File: src/rtl/mtx_pkg.sv
package mtx_pkg;

    localparam int unsigned DEF_DIV_RATIO = 10;
    localparam int unsigned DEF_PRBS_W    = 9;
    localparam int unsigned DEF_TAP_LO    = 4;
    localparam int unsigned DEF_TAP_HI    = 8;

    typedef enum logic {
        HALF_LOW  = 1'b0,
        HALF_HIGH = 1'b1
    } half_e;

endpackage

File: src/rtl/mtx_bitdiv.sv
module mtx_bitdiv
    import mtx_pkg::*;
#(
    parameter int unsigned DIV_RATIO = DEF_DIV_RATIO
) (
    input  logic clk_i,
    input  logic rst_i,
    output logic bit_en_o,
    output logic bit_clk_o
);

    localparam int unsigned CNT_W = (DIV_RATIO > 1) ? $clog2(DIV_RATIO) : 1;
    localparam int unsigned HALF  = DIV_RATIO / 2;
    localparam logic [CNT_W-1:0] LAST   = CNT_W'(DIV_RATIO - 1);
    localparam logic [CNT_W-1:0] HALF_C = CNT_W'(HALF);

    typedef struct packed {
        logic [CNT_W-1:0] cnt;
        half_e            half;
        logic             en;
    } div_t;

    div_t div_d, div_q;
    logic [CNT_W-1:0] cnt_nx;

    always_comb begin
        cnt_nx      = (div_q.cnt == LAST) ? '0 : div_q.cnt + 1'b1;
        div_d.cnt   = cnt_nx;
        div_d.en    = (cnt_nx == LAST);
        div_d.half  = (cnt_nx >= HALF_C) ? HALF_HIGH : HALF_LOW;
    end

    always_ff @(posedge clk_i) begin
        if (rst_i) begin
            div_q <= '{cnt: '0, half: HALF_LOW, en: 1'b0};
        end else begin
            div_q <= div_d;
        end
    end

    assign bit_en_o  = div_q.en;
    assign bit_clk_o = (div_q.half == HALF_HIGH);

    // the strobe never lasts more than one cycle
    a_r2_strobe_single: assert property (@(posedge clk_i) disable iff (rst_i)
        bit_en_o |=> !bit_en_o);

    // the strobe falls in the high half, and the next bit opens low
    a_r3_strobe_in_high: assert property (@(posedge clk_i) disable iff (rst_i)
        bit_en_o |-> bit_clk_o);
    a_r3_new_bit_low: assert property (@(posedge clk_i) disable iff (rst_i)
        bit_en_o |=> !bit_clk_o);

endmodule

File: src/rtl/mtx_prbs.sv
module mtx_prbs
    import mtx_pkg::*;
#(
    parameter int unsigned PRBS_W = DEF_PRBS_W,
    parameter int unsigned TAP_LO = DEF_TAP_LO,
    parameter int unsigned TAP_HI = DEF_TAP_HI
) (
    input  logic clk_i,
    input  logic rst_i,
    input  logic step_i,
    output logic nrz_o
);

    localparam logic [PRBS_W-1:0] SEED = '1;

    typedef struct packed {
        logic [PRBS_W-1:0] sr;
    } prbs_t;

    prbs_t prbs_d, prbs_q;
    logic  fb;

    always_comb begin
        fb     = prbs_q.sr[TAP_LO] ^ prbs_q.sr[TAP_HI];
        prbs_d = prbs_q;
        if (step_i) begin
            prbs_d.sr = {prbs_q.sr[PRBS_W-2:0], fb};
        end
    end

    always_ff @(posedge clk_i) begin
        if (rst_i) begin
            prbs_q.sr <= SEED;
        end else begin
            prbs_q <= prbs_d;
        end
    end

    assign nrz_o = prbs_q.sr[PRBS_W-1];

    // no step pulse, no movement
    a_r4_hold_without_step: assert property (@(posedge clk_i) disable iff (rst_i)
        !step_i |=> $stable(prbs_q.sr));

    // the all-zero lock-up state is never reached
    a_r6_never_zero: assert property (@(posedge clk_i) disable iff (rst_i)
        prbs_q.sr != '0);

endmodule

File: src/rtl/mtx_line_enc.sv
module mtx_line_enc (
    input  logic nrz_i,
    input  logic bit_clk_i,
    output logic line_o
);

    always_comb begin
        line_o = nrz_i ^ bit_clk_i;
    end

endmodule

File: src/rtl/prbs_manchester_tx.sv
module prbs_manchester_tx
    import mtx_pkg::*;
#(
    parameter int unsigned DIV_RATIO = DEF_DIV_RATIO,
    parameter int unsigned PRBS_W    = DEF_PRBS_W,
    parameter int unsigned TAP_LO    = DEF_TAP_LO,
    parameter int unsigned TAP_HI    = DEF_TAP_HI
) (
    input  logic clk_i,
    input  logic rst_i,
    output logic line_o,
    output logic nrz_o,
    output logic bit_clk_o,
    output logic bit_en_o
);

    logic strobe;
    logic sq_clk;
    logic data;

    mtx_bitdiv #(
        .DIV_RATIO (DIV_RATIO)
    ) u_div (
        .clk_i     (clk_i),
        .rst_i     (rst_i),
        .bit_en_o  (strobe),
        .bit_clk_o (sq_clk)
    );

    mtx_prbs #(
        .PRBS_W (PRBS_W),
        .TAP_LO (TAP_LO),
        .TAP_HI (TAP_HI)
    ) u_prbs (
        .clk_i  (clk_i),
        .rst_i  (rst_i),
        .step_i (strobe),
        .nrz_o  (data)
    );

    mtx_line_enc u_enc (
        .nrz_i     (data),
        .bit_clk_i (sq_clk),
        .line_o    (line_o)
    );

    assign nrz_o     = data;
    assign bit_clk_o = sq_clk;
    assign bit_en_o  = strobe;

    // data changes only at a bit boundary
    a_r4_nrz_held: assert property (@(posedge clk_i) disable iff (rst_i)
        !bit_en_o |=> $stable(nrz_o));

    // each bit carries a mid-period transition of the line
    a_r7_mid_transition: assert property (@(posedge clk_i) disable iff (rst_i)
        $rose(bit_clk_o) |-> (line_o != $past(line_o)));

endmodule

File: config.mk
export PLATFORM = sky130hd
export DESIGN_NAME = prbs_manchester_tx
export DESIGN_NICKNAME = d
export VERILOG_FILES = /design/src/rtl/mtx_pkg.sv /design/src/rtl/mtx_bitdiv.sv /design/src/rtl/mtx_prbs.sv /design/src/rtl/mtx_line_enc.sv /design/src/rtl/prbs_manchester_tx.sv
export SDC_FILE = /design/constraint.sdc
export NUM_CORES = 1
export LEC_CHECK = 0
export ABC_CLOCK_PERIOD_IN_PS = 2250
export BUFFER_PORTS_ARGS = -buffer_cell sky130_fd_sc_hd__buf_2
export CAP_MARGIN = 20
export CORE_AREA = 2 2 39 41
export CTS_CLUSTER_SIZE = 10
export DETAILED_ROUTE_END_ITERATION = 6
export DIE_AREA = 0 0 41 43
export MAX_ROUTING_LAYER = met4
export PLACE_DENSITY = 0.68
export SKIP_LAST_GASP = 1
export SYNTH_ARGS = -nofsm -noshare
export SYNTH_HDL_FRONTEND = slang
export SYNTH_HIERARCHICAL = 1
export SYNTH_SLANG_ARGS = --single-unit
File: constraint.sdc
create_clock -name clk_i -period 2.25 [get_ports clk_i]
set_input_delay 0.1125 -clock clk_i [delete_from_list [all_inputs] [get_ports clk_i]]
set_output_delay 0.1125 -clock clk_i [all_outputs]
set_load 0.1 [all_outputs]
==> run metrics, run 1 <==
final core occ 45.8%; initial antenna violation count 0; postcts setup bufs 0; grt total ovfl 0; sequential-to-total area share from yosys stat between 50% and 60%; nets@finish 67; largest cells by area after synthesis dfxtp_1 (51%), mux2i_1 (14%), nand2_1 (6.4%), buf_6 (5.7%), xor2_1 (3.0%); Core Area about 0.0014 mm2; delay-heaviest family, CP flip-flops; Pre-Repair DR Iteration Count 4; predominant post-synthesis flop cell dfxtp_1; vias in the first global route around 330; # hold bufs at CTS 0; Worst EP required about 2.1 ns; cell row count 14; ant diodes 0; final hold vios 0; Area Growth Syn to Fin 7.64%; max-cap violation count 0; worst setup margin between 0.6 and 0.7 ns; hold crit path type input port to flip-flop; unrepaired setup endpoints after global routing false; Final TNS setup 0 ns; Netlist Area Pre-Place 589 um2; die width 41 um; layout cells sized above 1 17.2%; placer's final routability congestion estimate 0.644; syn_nets 60; CTS clk-pin slew, worst paths ~0.08 ns; CP bufs+invs 1; Post-CTS Resized 0; DRC viols 0; Routed Antenna Nets 0; Mean Syn Cell Area a little over 10 um2; Root Buffer clkbuf_4; Die Y 43 um; CP Max Fanout 11; TritonCTS buffer count 3; GRT Util Overall a little over an eighth; Via Count slightly below 400; Setup crit end kind output pin; outcome completed; worst vdd ir approximately 470 uV; Post-Route WL between 800 and 900 um; first-pass GRT wire length between 1000 and 1500 um; #FFs+latches synth 15; deepest clock path buffer count 2; EDFF count, synth 0; Clock Latency Late Sink 0.28 ns; Max stage delay on crit path approximately 0.64 ns; IO Pins 6; top cell type's share of synthesized area about half; final non-filler cell total 80; hpwl dp approximately 550 um; CTS tree built; Placed Cells incl. Taps 76; Worst Setup Start Kind flip-flop; Period minus WS final ~1.6 ns; Yosys warnings 6; Cell variety after synth 20; largest net degree at the start of global routing 12; Slew headroom 66.8%; detail-routed via count per cell 4.96; leak pwr between 0.2 and 0.25 nW; Place WS approximately 1 ns; # setup viols final 0; Critical Path, Cell by Cell buf_2; WP data arrival 1.44 ns; Synth area leader dfxtp_1; Final period util around 69%; Post-Synthesis Cells 58; Max Clock Skew just under 0.004 ns; DR iter-0 viols 9; Worst-Margin Slew 0.497 ns; Initial Util between 40% and 50%; fmax about 640 MHz; PD cells approximately 700 mW/mm2; Post-synth ARST share 0%; H-tree lvl count 1; routed len/inst 10.7 um; CTS Sinks 15; Critical-path top delay cell dfxtp_1; die area between 0.0015 and 0.002 mm2; fin. max-slew vios 0; PortBufs 5; CP Class flip-flop to output pin
==> placed cells by master (no fill, tap or decap) <==
master    synthesis  routed
a211oi_1          1       1
nor2b_1           1       1
clkbuf_1          0       1
clkbuf_4          0       3
nor2_1            3       3
nand2b_1          1       1
a31oi_1           2       2
nand3b_1          2       2
nand2_1          10      10
dfxtp_1          15      15
xnor2_1           1       1
inv_1             1       1
inv_2             1       1
nor3_2            1       1
xor2_1            2       1
xor2_2            0       1
nand3_1           1       1
nor4_1            1       1
nand4b_1          1       1
mux2i_1           8       8
a21oi_1           1       1
buf_2             0       5
o21ai_1           2       2
==> metal layers <==
metal | share of wire, % | track usage (%)
met5 | 0 | -
met4 | 1.5 | 8.00
met3 | 7.4 | 7.85
met2 | 42 | 15.3
met1 | 49 | 17.8
==> power breakdown <==
part	internal, mW	total, mW	switching (mW)
Sequential	0.270	0.278	0.00802
Clock	0.0688	0.150	0.0815
Combinational	0.00727	0.0233	0.0161
==> path summary, 6_finish.rpt <==
check             cells after the start                to             start  slack [ns]
hold reg to reg                       2  u_prbs/prbs_q[6]  u_prbs/prbs_q[5]        0.48
hold / removal                        2    u_div/div_q[2]             rst_i        0.11
setup / recovery                      1          bit_en_o    u_div/bit_en_o        0.70
setup reg to reg                      2  u_prbs/prbs_q[5]    u_div/bit_en_o        1.19
==> cells in the mapped netlist, types with 2 or more instances <==
library cell / number
nand2_1: 10
buf_6: 3
mux2i_1: 8
nor2_1: 3
nand3b_1: 2
xor2_1: 2
o21ai_1: 2
dfxtp_1: 15
a31oi_1: 2
==> cells by family (layout without fill, tap and decap cells) <==
group	Yosys count	count (layout)	share of synthesized area [%]
compound gates	6	6	5.94
mux	8	8	13.6
simple gates	21	21	18.0
flops	15	15	51.0
xor+xnor	3	3	4.46
buf+inv	5	11	7.00
==> registers in the layout, indices dropped and copies added (netlist names) <==
name and cells:
u_prbs/prbs_q 9, u_div/div_q 4, u_div/bit_clk_o 1, u_div/bit_en_o 1
==> layout make-up <==
type / count / area (um2)
fillers: 142 / 749
multi-input cells: 38 / 255
repair buffers: 5 / 25.0
clock buffers: 4 / 26.3
inverters: 2 / 7.51
well taps: 16 / 20.0
flip-flops and latches: 15 / 300
==> through the flow <==
stage | area (um2) | hold slack (ns) | power [mW]
CTS | 634 | 0.107 | 0.460
detailed placement | 608 | 0.406 | 0.307
floorplan | 597 | 0.179 | 0.305
finish | 634 | 0.113 | 0.451
global placement | 608 | 0.399 | 0.307
global route | 634 | 0.106 | 0.477
Note: power is estimated with default switching activity, not from simulation.
==> run 2, diff against run 1 <==
--- a/config.mk
+++ b/config.mk
@@ -5,7 +5,7 @@
 export SDC_FILE = /design/constraint.sdc
 export NUM_CORES = 1
 export LEC_CHECK = 0
-export ABC_CLOCK_PERIOD_IN_PS = 2250
+export ABC_CLOCK_PERIOD_IN_PS = 1400
 export BUFFER_PORTS_ARGS = -buffer_cell sky130_fd_sc_hd__buf_2
 export CAP_MARGIN = 20
 export CORE_AREA = 2 2 39 41
@@ -13,7 +13,7 @@
 export DETAILED_ROUTE_END_ITERATION = 6
 export DIE_AREA = 0 0 41 43
 export MAX_ROUTING_LAYER = met4
-export PLACE_DENSITY = 0.68
+export PLACE_DENSITY = 0.7
 export SKIP_LAST_GASP = 1
 export SYNTH_ARGS = -nofsm -noshare
 export SYNTH_HDL_FRONTEND = slang
==> constraint.sdc (replaced) <==
create_clock -name clk_i -period 1.4 [get_ports clk_i]
set_input_delay 0.07 -clock clk_i [delete_from_list [all_inputs] [get_ports clk_i]]
set_output_delay 0.07 -clock clk_i [all_outputs]
set_load 0.1 [all_outputs]
==> run 2 against run 1 <==
  * Cell area grew 2.4%
  * Power is 58% higher
  * Clock power grew 53%
  * Utilization grew 1.1 points
  * Hold slack got worse by 0.024 ns
  * Critical path depth did not move
  * Critical path type unchanged
  * Critical endpoint unchanged
  * Largest cell class unchanged
==> run metrics, run 2 (synthesis results as in run 1) <==
outcome completed; Slew headroom between 60% and 70%; Worst Setup Start Kind flip-flop; fin. max-slew vios 0; hold crit path type input port to flip-flop; unrepaired setup endpoints after global routing false; Max Clock Skew 0.000946 ns; # hold bufs at CTS 0; Largest register FFs 9; Worst-Margin Slew between 0.4 and 0.5 ns; worst setup margin around 0.076 ns; Initial Util between 40 and 50%; grt total ovfl 0; DRC viols 0; Place WS 0.365 ns; hpwl dp 601 um; vias in the first global route ~330; ant diodes 0; cell row count 14; Post-CTS Resized 0; Final TNS setup 0 ns; Worst EP required 1.33 ns; Root Buffer clkbuf_4; nets@finish 67; Die Y about 43 um; fin area roughly 650 um2; Final period util ~95%; r2r startpoint u_div/bit_en_o; CP Max Fanout 11; H-tree lvl count 1; max-cap violation count 0; Setup crit end kind output pin; TritonCTS buffer count 3; worst min-delay path startpoint rst_i; Area Growth Syn to Fin 10.2%; routed len/inst around 11 um; layout cells sized above 1 a little over a fifth; Post-Route WL 840 um; deepest clock path buffer count 2; CP startpoint u_div/bit_en_o; Core Area between 0.001 and 0.0015 mm2; final core occ between 40% and 50%; delay-heaviest family, CP flip-flops; postcts setup bufs 0; PD cells 1100 mW/mm2; Max stage delay on crit path ~0.50 ns; CP Class flip-flop to output pin; final hold vios 0; Largest regs u_prbs/prbs_q x9, u_div/div_q x4; CTS tree built; die width just over 40 um; fmax between 700 and 800 MHz; leak pwr about 0.22 nW; Clock Latency Late Sink approximately 0.27 ns; Period minus WS final 1.32 ns; most common cell after layout, fill and taps aside dfxtp_1; Routed Antenna Nets 0; Via Count 375; PortBufs 5; placer's final routability congestion estimate between 0.6 and 0.7; largest net degree at the start of global routing 12; Critical-path top delay cell dfxtp_2; Pre-Repair DR Iteration Count 4; CTS Sinks 15; WP data arrival 1.25 ns; DR iter-0 viols 7; detail-routed via count per cell between 4 and 5; most frequent cells in the layout dfxtp_1 (12), nand2_1 (10), mux2i_1 (8); GRT Util Overall about an eighth; first-pass GRT wire length ~1400 um; CTS clk-pin slew, worst paths 0.08 ns; CP bufs+invs 1; IO Pins 6; placed inst area between 600 and 700 um2; # setup viols final 0; worst vdd ir between 400 and 500 uV; Reg with most FFs u_prbs/prbs_q; initial antenna violation count 0; die area roughly 0.0018 mm2; Critical Path, Cell by Cell buf_2
[run 2: cell counts in the layout (fill, tap and decap cells not counted)]
No cell type changed its count.
[run 2: cell type report]
class | instances | area [um2]
clock buffers | 4 | 26.3
fillers | 131 | 734
inverters | 2 | 7.51
multi-input cells | 38 | 267
flip-flops and latches | 15 | 304
well taps | 16 | 20.0
repair buffers | 5 | 25.0
[run 2: through the flow]
stage / hold WS, ns / instances / power, mW
5_1_grt: 0.0820 / 80 / 0.752
2_1_floorplan: 0.135 / 58 / 0.492
3_3_place_gp: 0.358 / 76 / 0.494
4_1_cts: 0.0708 / 80 / 0.728
6_report: 0.0889 / 80 / 0.714
3_5_place_dp: 0.365 / 76 / 0.494
[run 2: metal layers]
layer	GRT usage [%]	routed length, um
met5	-	0
met4	8.00	9
met3	3.14	36
met2	15.9	358
met1	16.3	435
[run 2: power breakdown]
group,internal [mW],switching [mW],leakage [nW]
sequential,0.433,0.0128,0.122
combinational,0.0122,0.0258,0.0829
clock,0.110,0.120,0.0150
[run 2: worst paths after layout]
| kind | endpoint | slack (ns) | cells past startpoint |
|---|---|---|---|
| max reg2reg | u_prbs/prbs_q[4] | 0.49 | 2 |
| min | u_div/bit_clk_o | 0.09 | 2 |
| min reg2reg | u_prbs/prbs_q[3] | 0.48 | 2 |
| max | bit_en_o | 0.08 | 1 |
==> run 3, diff against run 2 <==
--- a/config.mk
+++ b/config.mk
@@ -7,8 +7,9 @@
 export LEC_CHECK = 0
 export ABC_CLOCK_PERIOD_IN_PS = 1400
 export BUFFER_PORTS_ARGS = -buffer_cell sky130_fd_sc_hd__buf_2
-export CAP_MARGIN = 20
+export CAP_MARGIN = 25
 export CORE_AREA = 2 2 39 41
+export CTS_BUF_LIST = sky130_fd_sc_hd__clkbuf_4
 export CTS_CLUSTER_SIZE = 10
 export DETAILED_ROUTE_END_ITERATION = 6
 export DIE_AREA = 0 0 41 43
==> run 3 against run 2 <==
  * Critical path depth did not move
  * Clock power rose by 10%
  * Die area did not move
  * Power rose by 3.3%
  * First-iteration DRC count did not move
  * Final cell count did not move
  * Via count fell by 1.1%
  * Sequential power barely moved
  * Non-clock buffer count did not move
  * Worst setup slack got worse by 0.0033 ns
  * Cell area rose by 0.58%
  * Critical path type unchanged
  * Critical endpoint unchanged
  * Highest routed layer unchanged
==> run metrics, run 3 (synthesis results as in run 1) <==
outcome completed; Largest regs u_prbs/prbs_q x9, u_div/div_q x4; Period minus WS final between 1 and 1.5 ns; vias in the first global route between 300 and 400; DRC viols 0; Clock Latency Late Sink approximately 0.27 ns; max-cap violation count 0; nets@finish 67; initial antenna violation count 0; PD cells roughly 1100 mW/mm2; detail-routed via count per cell about 4.6; Worst Setup Start Kind flip-flop; Critical Path, Cell by Cell buf_2; Area Growth Syn to Fin 10.8%; fmax 754 MHz; delay-heaviest family, CP flip-flops; Final TNS setup 0 ns; deepest clock path buffer count 2; Via Count 371; CP Max Fanout 11; hold crit path type input port to flip-flop; Post-CTS Resized 0; Routed Antenna Nets 0; Post-Route WL ~850 um; first-pass GRT wire length around 1400 um; most frequent cells in the layout dfxtp_1 (12), nand2_1 (10), mux2i_1 (8); most common cell after layout, fill and taps aside dfxtp_1; reg-to-reg setup timing slack between 0.4 and 0.5 ns; Fillers 129; H-tree lvl count 1; Worst EP required between 1 and 1.5 ns; grt total ovfl 0; # setup viols final 0; Critical-path top delay cell dfxtp_2; routed len/inst roughly 11 um; Max stage delay on crit path about 0.5 ns; layout cells sized above 1 a little under a quarter; CTS Sinks 15; final non-filler cell total 80; CP Class flip-flop to output pin; CP bufs+invs 1; die area 0.00176 mm2; Final period util a little over nine tenths; cell row count 14; Pre-Repair DR Iteration Count 3; DR iter-0 viols 7; # hold bufs at CTS 0; fin. max-slew vios 0; Die Y about 43 um; Slew headroom 67.9%; GRT Util Overall approximately 12%; Setup crit end kind output pin; Root Buffer clkbuf_4; WP data arrival 1.26 ns; postcts setup bufs 0; Max Clock Skew between 0.004 and 0.005 ns; ant diodes 0; PortBufs 5; Placed Cells incl. Taps between 70 and 80; die width just over 40 um; Worst-Margin Slew ~0.48 ns; CTS clk-pin slew, worst paths 0.09 ns; Register Area slightly above 300 um2; Core Area 0.00138 mm2; largest net degree at the start of global routing 12; hpwl dp 601 um; multi-input combinational cell area 267 um2; Initial Util between 40% and 50%; TritonCTS buffer count 3; final hold vios 0; CTS tree built; Largest register FFs 9; IO Pins 6; unrepaired setup endpoints after global routing false; worst vdd ir 402 uV; leak pwr approximately 0.22 nW; Reg with most FFs u_prbs/prbs_q; placer's final routability congestion estimate 0.623
-- run 3: cell type report --
class                      count  share of cell area (%)
clock buffer                   4                    4.60
inverter                       2                    1.15
multi-input combinational     38                    40.8
sequential                    15                    46.6
tap                           16                    3.07
timing repair buffer           5                    3.83
-- run 3: path summary, 6_finish.rpt --
path,startpoint,end,cells past startpoint
hold reg to reg,u_prbs/prbs_q[3],u_prbs/prbs_q[3],2
setup / recovery,u_div/bit_en_o,bit_en_o,1
setup reg to reg,u_div/bit_en_o,u_prbs/prbs_q[4],2
hold / removal,rst_i,u_div/div_q[2],2
-- run 3: power by group --
group / switching, mW / leakage [nW] / internal [mW] / total (mW)
clock network: 0.124 / 0.0184 / 0.130 / 0.253
registers: 0.0128 / 0.122 / 0.433 / 0.446
logic: 0.0259 / 0.0829 / 0.0122 / 0.0381
-- run 3: routing by layer --
metal / global-route usage (%) / routed length [um] / up-vias
li1: - / - / 206
met1: 16.6 / 459 / 157
met2: 15.9 / 342 / 6
met3: 3.14 / 36 / 2
met4: 8.00 / 9 / 0
met5: - / 0 / -
-- run 3: through the flow --
stage          util [%]  instance area (um2)  hold WS [ns]  total power, mW  setup slack (ns)
5_1_grt            47.2                  653        0.0820            0.774           0.00670
6_report           47.2                  653        0.0871            0.737            0.0732
3_3_place_gp       45.0                  623         0.358            0.494             0.371
4_1_cts            47.2                  653        0.0708            0.747            0.0572
3_5_place_dp       45.0                  623         0.365            0.494             0.365
2_1_floorplan         -                  612         0.135            0.492           0.00414
